### src/rtl/bcd_alarm_pkg.sv
package bcd_alarm_pkg;

   localparam int NFLD     = 3;
   localparam int FLD_SEC  = 0;
   localparam int FLD_MIN  = 1;
   localparam int FLD_HR   = 2;

   localparam int MASK_BIT = 7;
   localparam int AF_BIT   = 6;
   localparam int CAL_BIT  = 2;

   localparam logic [7:0] FLAGS_ADDR = 8'd0;

   // bits of a field that take part in the comparison
   function automatic logic [7:0] value_bits(input int fld);
      return (fld == FLD_HR) ? 8'h3F : 8'h7F;
   endfunction

   // bits of a field that are kept in storage
   function automatic logic [7:0] store_bits(input int fld);
      return value_bits(fld) | (8'h1 << MASK_BIT);
   endfunction

endpackage

### src/rtl/bcd_alarm_regfile.sv
module bcd_alarm_regfile
   import bcd_alarm_pkg::*;
#(
   parameter int         AW      = 2,
   parameter logic [7:0] ALM_RST = 8'h00
)(
   input  logic                       clk,
   input  logic                       rst_n,
   input  logic                       wr_en,
   input  logic                       rd_en,
   input  logic [AW-1:0]              addr,
   input  logic [7:0]                 wr_data,
   input  logic                       af_now,
   output logic [7:0]                 rd_data,
   output logic [NFLD-1:0][7:0]       alarm_q,
   output logic                       cal_q,
   output logic                       flags_rd
);

   logic          hit_flags;
   logic [7:0]    flags_byte;
   logic [7:0]    rd_mux;

   assign hit_flags = (addr == AW'(FLAGS_ADDR));
   assign flags_rd  = rd_en && hit_flags;

   always_comb begin
      flags_byte          = '0;
      flags_byte[AF_BIT]  = af_now;
      flags_byte[CAL_BIT] = cal_q;
   end

   // calibration enable lives in the flags byte
   always_ff @(posedge clk or negedge rst_n) begin
      if (!rst_n)
         cal_q <= 1'b0;
      else if (wr_en && hit_flags)
         cal_q <= wr_data[CAL_BIT];
   end

   // one storage byte per alarm field, at address field+1
   for (genvar i = 0; i < NFLD; i++) begin : g_alm
      localparam logic [7:0] KEEP = store_bits(i);
      always_ff @(posedge clk or negedge rst_n) begin
         if (!rst_n)
            alarm_q[i] <= ALM_RST & KEEP;
         else if (wr_en && (addr == AW'(i + 1)))
            alarm_q[i] <= wr_data & KEEP;
      end
   end

   always_comb begin
      rd_mux = '0;
      if (hit_flags)
         rd_mux = flags_byte;
      for (int k = 0; k < NFLD; k++) begin
         if (addr == AW'(k + 1))
            rd_mux = alarm_q[k];
      end
   end

   always_ff @(posedge clk or negedge rst_n) begin
      if (!rst_n)
         rd_data <= '0;
      else if (rd_en)
         rd_data <= rd_mux;
   end

endmodule

### src/rtl/bcd_alarm_match.sv
module bcd_alarm_match
   import bcd_alarm_pkg::*;
(
   input  logic [NFLD-1:0][7:0] now_fld,
   input  logic [NFLD-1:0][7:0] alarm_fld,
   output logic [NFLD-1:0]      mask_on,
   output logic                 hit
);

   logic [NFLD-1:0] fld_ok;

   for (genvar i = 0; i < NFLD; i++) begin : g_cmp
      localparam logic [7:0] VB = value_bits(i);
      logic same;
      assign mask_on[i] = alarm_fld[i][MASK_BIT];
      assign same       = ((now_fld[i] & VB) == (alarm_fld[i] & VB));
      assign fld_ok[i]  = mask_on[i] || same;
   end

   assign hit = &fld_ok;

endmodule

### src/rtl/bcd_alarm_caldiv.sv
module bcd_alarm_caldiv #(
   parameter int CAL_DIV = 64
)(
   input  logic clk,
   input  logic rst_n,
   input  logic cal_on,
   input  logic osc_en,
   output logic wave
);

   localparam int HALF = CAL_DIV / 2;
   localparam int CW   = (HALF > 1) ? $clog2(HALF) : 1;

   logic [CW-1:0] cnt;

   always_ff @(posedge clk or negedge rst_n) begin
      if (!rst_n) begin
         cnt  <= '0;
         wave <= 1'b0;
      end else if (!cal_on) begin
         cnt  <= '0;
         wave <= 1'b0;
      end else if (osc_en) begin
         if (cnt == CW'(HALF - 1)) begin
            cnt  <= '0;
            wave <= ~wave;
         end else begin
            cnt <= cnt + 1'b1;
         end
      end
   end

endmodule

### src/rtl/bcd_alarm_unit.sv
module bcd_alarm_unit
   import bcd_alarm_pkg::*;
#(
   parameter int         AW      = 2,
   parameter int         CAL_DIV = 64,
   parameter logic [7:0] ALM_RST = 8'h00
)(
   input  logic          clk,
   input  logic          rst_n,
   input  logic          wr_en,
   input  logic          rd_en,
   input  logic [AW-1:0] addr,
   input  logic [7:0]    wr_data,
   output logic [7:0]    rd_data,
   input  logic [7:0]    now_sec,
   input  logic [7:0]    now_min,
   input  logic [7:0]    now_hr,
   input  logic          sec_tick,
   input  logic          osc_en,
   output logic          alarm_flag,
   output logic          int_out
);

   if (AW < 2) begin : g_bad_aw
      $error("bcd_alarm_unit: AW must be at least 2");
   end
   if ((CAL_DIV < 4) || (CAL_DIV % 2 != 0)) begin : g_bad_div
      $error("bcd_alarm_unit: CAL_DIV must be even and at least 4");
   end

   logic [NFLD-1:0][7:0] alarm_q;
   logic [NFLD-1:0][7:0] now_fld;
   logic [NFLD-1:0]      mask_on;
   logic                 hit;
   logic                 cal_q;
   logic                 flags_rd;
   logic                 af_q;
   logic                 wave;

   assign now_fld[FLD_SEC] = now_sec;
   assign now_fld[FLD_MIN] = now_min;
   assign now_fld[FLD_HR]  = now_hr;

   bcd_alarm_regfile #(.AW(AW), .ALM_RST(ALM_RST)) u_regs (
      .clk      (clk),
      .rst_n    (rst_n),
      .wr_en    (wr_en),
      .rd_en    (rd_en),
      .addr     (addr),
      .wr_data  (wr_data),
      .af_now   (af_q),
      .rd_data  (rd_data),
      .alarm_q  (alarm_q),
      .cal_q    (cal_q),
      .flags_rd (flags_rd)
   );

   bcd_alarm_match u_match (
      .now_fld   (now_fld),
      .alarm_fld (alarm_q),
      .mask_on   (mask_on),
      .hit       (hit)
   );

   bcd_alarm_caldiv #(.CAL_DIV(CAL_DIV)) u_div (
      .clk    (clk),
      .rst_n  (rst_n),
      .cal_on (cal_q),
      .osc_en (osc_en),
      .wave   (wave)
   );

   // set has priority over the read-clear so no event is dropped
   always_ff @(posedge clk or negedge rst_n) begin
      if (!rst_n)
         af_q <= 1'b0;
      else if (sec_tick && hit)
         af_q <= 1'b1;
      else if (flags_rd)
         af_q <= 1'b0;
   end

   assign alarm_flag = af_q;
   assign int_out    = cal_q ? wave : af_q;

endmodule

### config.mk
export PLATFORM = sky130hd
export DESIGN_NAME = bcd_alarm_unit
export DESIGN_NICKNAME = d
export VERILOG_FILES = /design/src/rtl/bcd_alarm_pkg.sv /design/src/rtl/bcd_alarm_regfile.sv /design/src/rtl/bcd_alarm_match.sv /design/src/rtl/bcd_alarm_caldiv.sv /design/src/rtl/bcd_alarm_unit.sv
export SDC_FILE = /design/constraint.sdc
export NUM_CORES = 1
export LEC_CHECK = 0
export ABC_AREA = 1
export BUFFER_PORTS_ARGS = -buffer_cell sky130_fd_sc_hd__buf_2
export CAP_MARGIN = 5
export CORE_UTILIZATION = 54
export DETAILED_ROUTE_END_ITERATION = 7
export PLACE_DENSITY = 0.9
export SETUP_SLACK_MARGIN = 0.02
export SLEW_MARGIN = 20
export SYNTH_ARGS = -nofsm -noshare
export SYNTH_HDL_FRONTEND = slang
export SYNTH_HIERARCHICAL = 1
export SYNTH_SLANG_ARGS = --single-unit
### constraint.sdc
create_clock -name clk -period 1.9 [get_ports clk]
set_clock_uncertainty 0.05 [all_clocks]
set_input_delay 0 -clock clk [delete_from_list [all_inputs] [get_ports clk]]
set_output_delay 0 -clock clk [all_outputs]
set_load 0.1 [all_outputs]
---- Word-level counts from Yosys, hierarchy flattened ----
Index checks and enable logic that the tools add are counted.
Widths: inputs -> output; s select.
word-level totals
  bits in registers ....................... 39
  bits of input ports ..................... 40
  output and inout port bits .............. 10
  logic and storage cells ................. 45
cells by class
  add/subtract/negate cells ............... 1
  eq/ne operators ......................... 9
  mux-type cells .......................... 13
  bitwise gates (word level) .............. 1
  reductions and logical operators ........ 13
operator list
  operator             number
  $mux 8               3
  $mux 5               3
  $eq 7x7->1           2
  $mux 7               1
  $eq 6x6->1           1
  $logic_and 1x1->1    6
  $mux 1               6
  $add 5x1->5 const B  1
  $eq 5x5->1 const B   1
  $eq 2x2->1 const B   2
  $logic_or 1x1->1     3
  $reduce_and 3->1     1
  $eq 2x1->1 const B   1
  $logic_not 2->1      1
  $ne 2x1->1 const B   1
  $ne 2x2->1 const B   1
  $reduce_and 2->1     1
  $reduce_bool 2->1    1
  $not 1->1            1

---- Depth between registers and ports, before layout ----
Gate-level depths: netlist of the first run.
  depth in word-level cells ............... 5
  depth in mapped cells ................... 11
  depth with buffers taken out ............ 11

---- Hierarchy ----
The synthesis of the first run kept the hierarchy.
modules (own cells, without submodules)
  module             instances  cells each  area an instance (um^2)  seq. area each (um^2)
  bcd_alarm_regfile  1          166         1542.7                   800.8
  bcd_alarm_match    1          73          352.8                    0.0
  bcd_alarm_caldiv   1          38          320.3                    150.1
  bcd_alarm_unit     1          9           55.1                     25.0

---- Worst setup path before layout of the first run ----
Ideal clock, no wire load.
  path kind ............................... register -> output
  start ................................... register af_q, in the netlist alarm_flag
  end ..................................... output port int_out
  arrival time ............................ 1716 ps
  data required time ...................... 1850 ps
  path slack .............................. 134 ps
  cell stages (with the launch flop) ...... 3
  path buffers ............................ 0
  cell sequence ........................... dfrtp_1 > nand2_1 > nand2_1
on the way
  cells in the longest elaborated chain, start to end .. 1
RTL lines
  item                    line                  source
  from (decl)             bcd_alarm_unit.sv:37  logic af_q;
  from (signal assigned)  bcd_alarm_unit.sv:76  af_q <= 1'b0;
  from (signal assigned)  bcd_alarm_unit.sv:78  af_q <= 1'b1;
  from (signal assigned)  bcd_alarm_unit.sv:80  af_q <= 1'b0;
  $mux 1                  bcd_alarm_unit.sv:84  assign int_out = cal_q ? wave : af_q;
  to (decl)               bcd_alarm_unit.sv:21  output logic int_out
No other way between the ends.

---- Worst setup path in the final report of the first run ----
  start ................................... register u_div.cnt[0]
  end ..................................... register u_div.cnt[3]
on the way
  cells in the longest elaborated chain, start to end .. 4
  elaborated cells between the ends (all ways) .. 5
  classes of those cells .................. add/sub: 1; eq/ne: 1; mux: 3
RTL lines
  item                                       line                                            source
  from (decl)                                bcd_alarm_caldiv.sv:14                          logic [CW-1:0] cnt;
  from (signal assigned)                     bcd_alarm_caldiv.sv:28                          cnt <= cnt + 1'b1;
  $add 5x1->5 or $eq 5x5->1 (tied branches)  bcd_alarm_caldiv.sv:28, bcd_alarm_caldiv.sv:24
  $mux 5 (*)                                 bcd_alarm_caldiv.sv:24                          if (cnt == CW'(HALF - 1)) begin
  $mux 5 (*)                                 bcd_alarm_caldiv.sv:23                          end else if (osc_en) begin
  $mux 5 (*)                                 bcd_alarm_caldiv.sv:20                          end else if (!cal_on) begin
Mark *: on every way between the ends. The rest lies on a longest branch, timed or not. The select of a mux whose other input is x is not followed.
A chain may end at the register's enable or synchronous reset.

==> reports/metrics.csv, run 1 <==
stage;metric;value;unit
die;die area;4400;um2
timing;Worst-Margin Slew;857;ps
critical_path;critical path depth;8;
critical_path;CP arrival;1680;ps
hold_path;Worst Hold Class;in2reg;
critical_path;top cell family by delay on the critical path;simple AND/OR/NAND/NOR gates;
timing;Slew Limit Fails;0;
clock_tree;post-cts resize count;0;
placed_design;Placer Congestion;0.867;
timing;RSZ-0062 raised after global routing;no;
timing;relative slew slack;0.429;
placed_design;port buffer count;45;
critical_path;CP Data Required Time;2080;ps
clock_tree;CTS tree;yes;
critical_path;Slowest cell on crit path;dfrtp_1;
power_and_ir_drop;total power draw;2.40;mW
routing;vias per std cell;5.10;
power_and_ir_drop;Pwr per Cell Area;910;nW/um2
routing;Detail Route Antenna Nets;0;
die;starting density of the core;0.559;
die;I/O Pins;50;
routing;1st-pass router iterations;4;
clock_tree;clock root cell;clkbuf_8;
clock_tree;Clock Path Buffers;2;
timing;Hold Worst Slack;28.4;ps
global_route;antenna violations before repair;0;
clock_tree;total CTS buffers;5;
critical_path;crit path kind;reg2reg;
critical_path;RR Startpoint;u_div/cnt[0];
critical_path;CP max stage delay;430;ps
clock_tree;Sink Count;39;
die;Die W;66.4;um
critical_path;crit path launch type;flop;
layout;Layout Nets;379;
synth;Post-Syn Nets;323;
timing;Tmin final;1500;ps
routing;final wirelength;5080;um
global_route;pin count of the biggest net entering global routing;40;
critical_path;CP max FO;5;
critical_path;cell breakdown of the critical path;ha_1 -> and3_1 -> ha_1 -> nand2_1 -> nand2_2 -> inv_1 -> nand2_1 -> nor2_1;
hold_path;WHS Path Cells;3;
global_route;Tot GR Track Use;0.252;
timing;crit share post-route;0.791;
critical_path;r2r worst-path depth;8;
layout;share of layout cells above drive strength 1;0.237;
critical_path;R2R Path End;u_div/cnt[3];
layout;most frequent cells in the layout;nand2_1, buf_2, dfrtp_1, nand3_1, inv_1;
hold_path;hold_sp;wr_en;
layout;Layout area overhead;18.1;%
clock_tree;Hold Buf Count CTS;12;
die;core region area;4000;um2
critical_path;reg2reg setup slack;400;ps
timing;Setup TNS;0;ps
synth;Synth warnings;6;
routing;post-DR wirelength/cell;13.1;um
clock_tree;Clk Latency, worst-skew pair;290;ps
clock_tree;H-tree levels;2;
global_route;vias in the first global route;1821;
critical_path;Worst setup EP type;flop;
die;die height;66.4;um
placed_design;detailed placement HPWL;3630;um
synth;Syn Area/Cell;7.96;um2
synth;post-synthesis cell area;2240;um2
clock_tree;Reg clk slew, reported paths;80;ps
hold_path;WHS Endpoint;u_regs/cal_q;
clock_tree;Post-CTS Setup Inserts;0;
power_and_ir_drop;Peak VDD IR;492;uV
timing;Hold Vio Cnt, Final;0;
layout;Ant. Diodes;0;
layout;commonest non-fill, non-tap cell in the layout;nand2_1;
routing;DRC;0;
die;Rows;23;
placed_design;placed cell count;368;
timing;Final setup viols;0;
routing;via count;1979;
layout;non-filler cells, final;388;
synth;Gate Count Post-Synth;281;
outcome;status;complete, no violations;
critical_path;Bufs and invs on worst path;1;
routing;initial drt markers;234;
global_route;first-pass GRT wire length;8210;um
power_and_ir_drop;Leak Pwr;1.43;nW
run;max-cap viol count;0;
timing;fmax;0.665;GHz
global_route;global route overflow;0;
## worst max path at each step
stage / to / slack [ps] / start
2_1_floorplan: int_out / 130 / alarm_flag
3_3_place_gp: u_div/cnt[2] / 450 / u_div/cnt[0]
3_5_place_dp: u_div/cnt[3] / 410 / u_div/cnt[0]
4_1_cts: u_div/cnt[3] / 380 / u_div/cnt[0]
5_1_grt: u_div/cnt[3] / 270 / u_div/cnt[0]
6_report: u_div/cnt[3] / 400 / u_div/cnt[0]
## flip-flops by register name, summed over array words and instances, names as in the netlist
register,flops
u_div/wave,1
alarm_flag,1
u_regs/alarm_q,23
u_regs/rd_data,8
u_regs/cal_q,1
u_div/cnt,5
## stage by stage
stage	setup slack [ps]	cell area (um2)	utilization
global route	267	2640	0.661
global placement	453	2440	0.609
detailed placement	406	2440	0.609
floorplan	134	2240	-
CTS	384	2640	0.661
finish	396	2640	0.661
## tightest hold or removal path: stages
cell and delay (ps):
buf_2 160, nand2_1 100, o21ai_0 70
## final cells by class
type | count | area (um2)
clock buffer | 6 | 72.6
fill | 344 | 1360
timing repair buffer | 57 | 345
clock inverter | 2 | 12.5
sequential | 39 | 976
inverter | 33 | 124
multi-input combinational | 201 | 1050
tap | 50 | 62.6
## routing by layer
layer,part of all wire,global-route usage
met2,0.50,0.403
met1,0.42,0.327
met4,0.024,0.109
met5,0,0
met3,0.058,0.0552
## where the power goes
group          internal (mW)  leakage (nW)  total [mW]  switching, mW
clock network          0.257        0.0412       0.550          0.294
registers              0.954         0.499        1.08          0.124
logic                  0.227         0.887       0.775          0.548
Power figures use the tool's default switching activity.
==> run 2, diff against run 1 <==
--- a/config.mk
+++ b/config.mk
@@ -8,9 +8,9 @@
 export ABC_AREA = 1
 export BUFFER_PORTS_ARGS = -buffer_cell sky130_fd_sc_hd__buf_2
 export CAP_MARGIN = 5
-export CORE_UTILIZATION = 54
+export CORE_UTILIZATION = 49
 export DETAILED_ROUTE_END_ITERATION = 7
-export PLACE_DENSITY = 0.9
+export PLACE_DENSITY = 0.87
 export SETUP_SLACK_MARGIN = 0.02
 export SLEW_MARGIN = 20
 export SYNTH_ARGS = -nofsm -noshare
==> constraint.sdc (replaced) <==
create_clock -name clk -period 1.2 [get_ports clk]
set_clock_uncertainty 0.05 [all_clocks]
set_input_delay 0 -clock clk [delete_from_list [all_inputs] [get_ports clk]]
set_output_delay 0 -clock clk [all_outputs]
set_load 0.1 [all_outputs]
==> reports/metrics.csv, run 2 (synthesized netlist as in run 1, its figures left out) <==
stage;metric;value;unit;change
routing;DRC;0;;unchanged
clock_tree;Clock Path Buffers;2;;unchanged
critical_path;crit path launch type;flop;;unchanged
global_route;Tot GR Track Use;0.231;;was 0.252
layout;share of layout cells above drive strength 1;0.369;;was 0.237
placed_design;Placer Congestion;0.835;;was 0.867
timing;relative slew slack;0.676;;was 0.429
layout;max reg flops;23;;unchanged
critical_path;cell breakdown of the critical path;ha_2 -> and3_4 -> ha_4 -> nand2_4 -> nand2_4 -> inv_2 -> nand2_1 -> nor2_1;;was ha_1 -> and3_1 -> ha_1 -> nand2_1 -> nand2_2 -> inv_1 -> nand2_1 -> nor2_1
run;max-cap viol count;0;;unchanged
critical_path;CP Data Required Time;1380;ps;was 2080 ps
critical_path;Slowest cell on crit path;dfrtp_1;;unchanged
routing;Detail Route Antenna Nets;0;;unchanged
timing;RSZ-0062 raised after global routing;yes;;was no
layout;Layout Nets;407;;was 379
die;Die W;69.6;um;was 66.4 um
layout;Layout area overhead;33.3;%;was 18.1%
timing;crit share post-route;1.09;;was 0.791
clock_tree;Sink Count;39;;unchanged
global_route;antenna violations before repair;0;;unchanged
clock_tree;H-tree levels;2;;unchanged
routing;initial drt markers;133;;was 234
layout;most frequent cells in the layout;nand2_1, buf_2, nand3_1, buf_4, dfrtp_1;;was nand2_1, buf_2, dfrtp_1, nand3_1, inv_1
clock_tree;clock root cell;clkbuf_8;;unchanged
global_route;pin count of the biggest net entering global routing;40;;unchanged
timing;Final setup viols;6;;was 0
clock_tree;total CTS buffers;5;;unchanged
clock_tree;Reg clk slew, reported paths;80;ps;about the same
die;starting density of the core;0.510;;was 0.559
die;die area;4840;um2;was 4400 um2
routing;vias per std cell;5.05;;was 5.10
die;I/O Pins;50;;unchanged
critical_path;CP max FO;4;;was 5
placed_design;placed cell area;2690;um2;was 2440 um2
critical_path;CP arrival;1490;ps;was 1680 ps
die;Rows;24;;was 23
layout;commonest non-fill, non-tap cell in the layout;nand2_1;;unchanged
timing;Tmin final;1310;ps;was 1500 ps
power_and_ir_drop;total power draw;4.37;mW;was 2.40 mW
critical_path;crit path kind;reg2reg;;unchanged
power_and_ir_drop;Peak VDD IR;1370;uV;was 492 uV
timing;Worst-Margin Slew;486;ps;was 857 ps
layout;Top Registers;u_regs/alarm_q (23), u_regs/rd_data (8), u_div/cnt (5);;unchanged
routing;1st-pass router iterations;5;;was 4
global_route;global route overflow;0;;unchanged
timing;fin worst setup slack;-108;ps;was 396 ps
placed_design;detailed placement HPWL;3770;um;was 3630 um
clock_tree;Clk Latency, worst-skew pair;300;ps;was 290 ps
power_and_ir_drop;Leak Pwr;1.59;nW;was 1.43 nW
layout;Largest Register;u_regs/alarm_q;;unchanged
timing;Setup TNS;-447;ps;was 0 ps
hold_path;Worst Hold Class;in2reg;;unchanged
layout;utilization after layout;0.680;;was 0.661
outcome;failing checks;setup timing;;
die;die height;69.6;um;was 66.4 um
routing;via count;2110;;was 1979
timing;fmax;0.765;GHz;was 0.665 GHz
placed_design;port buffer count;45;;unchanged
routing;final wirelength;5290;um;was 5080 um
critical_path;CP max stage delay;390;ps;was 430 ps
layout;design area;2980;um2;was 2640 um2
timing;Slew Limit Fails;0;;unchanged
die;core region area;4380;um2;was 4000 um2
global_route;first-pass GRT wire length;8670;um;was 8210 um
global_route;vias in the first global route;1993;;was 1821
power_and_ir_drop;Pwr per Cell Area;1460;nW/um2;was 910 nW/um2
outcome;status;finished with violations;;was complete, no violations
clock_tree;CTS tree;yes;;unchanged
layout;Ant. Diodes;0;;unchanged
timing;Hold Vio Cnt, Final;0;;unchanged
critical_path;Worst setup EP type;flop;;unchanged
routing;post-DR wirelength/cell;12.6;um;was 13.1 um
critical_path;most used cell, CP;nand2_4;;
## run 2: cell types whose count changed in the layout (fill, tap and decap cells not counted), moves of 4 or more
cell,previous run,this run
buf_4,0,29
dfrtp_1,39,29
nor2_2,0,4
dfrtp_2,0,10
nor2_1,28,24
nand2_1,87,83
## run 2: worst paths after layout
check / start / to / slack, ps / depth (start not counted)
max: u_div/cnt[1] / u_div/cnt[3] / -110 / 8
min in group asynchronous: rst_n / u_div/cnt[3] / 240 / 3
max in group asynchronous: rst_n / alarm_flag / 490 / 3
min reg2reg: u_regs/rd_data[5] / u_regs/rd_data[5] / 440 / 2
max reg2reg: u_div/cnt[1] / u_div/cnt[3] / -110 / 8
min: osc_en / u_div/cnt[0] / 5 / 4
## run 2: final cells by class
class,instances,area (um2)
Tap cell,52,65.1
Inverter,33,124
Timing Repair Buffer,85,571
Multi-Input combinational cell,201,1120
Sequential cell,39,988
Fill cell,343,1400
Clock buffer,6,82.6
Clock inverter,2,35.0
## run 2: per-layer routing
metal | global-route usage | vias up | wire length (um)
met3 | 0.0407 | 13 | 231
li1 | - | 1059 | -
met2 | 0.391 | 72 | 2630
met4 | 0.0975 | 0 | 114
met1 | 0.290 | 966 | 2310
met5 | 0 | - | 0
## run 2: critical path: cells and delay by family, from the launching register on
family / cells / cell delay [ps]
buf+inv: 1 / 60
simple gates: 5 / 390
flops: 1 / 390
fa+ha+maj: 2 / 350
## run 2: repair_timing
item / in CTS / in global routing
pin swaps: 6 / 5
gates resized for setup: 3 / 9
buffers inserted: 2 / 1
hold buffers: 11 / 0
hold endpoints to repair: 69 / 0
setup endpoints to repair: 7 / 7
## run 2: metrics by stage
step | setup slack (ps) | hold slack [ps] | cells
floorplan | -136 | -346 | 281
global placement | -93.1 | 24.8 | 396
detailed placement | -128 | 31.4 | 396
CTS | -121 | -4.48 | 417
global route | -178 | 17.6 | 418
finish | -108 | 5.20 | 418
## run 2: report_power, final
group / internal [mW] / leakage, nW / total [mW] / switching [mW]
combinational: 0.566 / 1.04 / 1.55 / 0.984
sequential: 1.52 / 0.485 / 1.67 / 0.146
clock: 0.673 / 0.0612 / 1.15 / 0.476
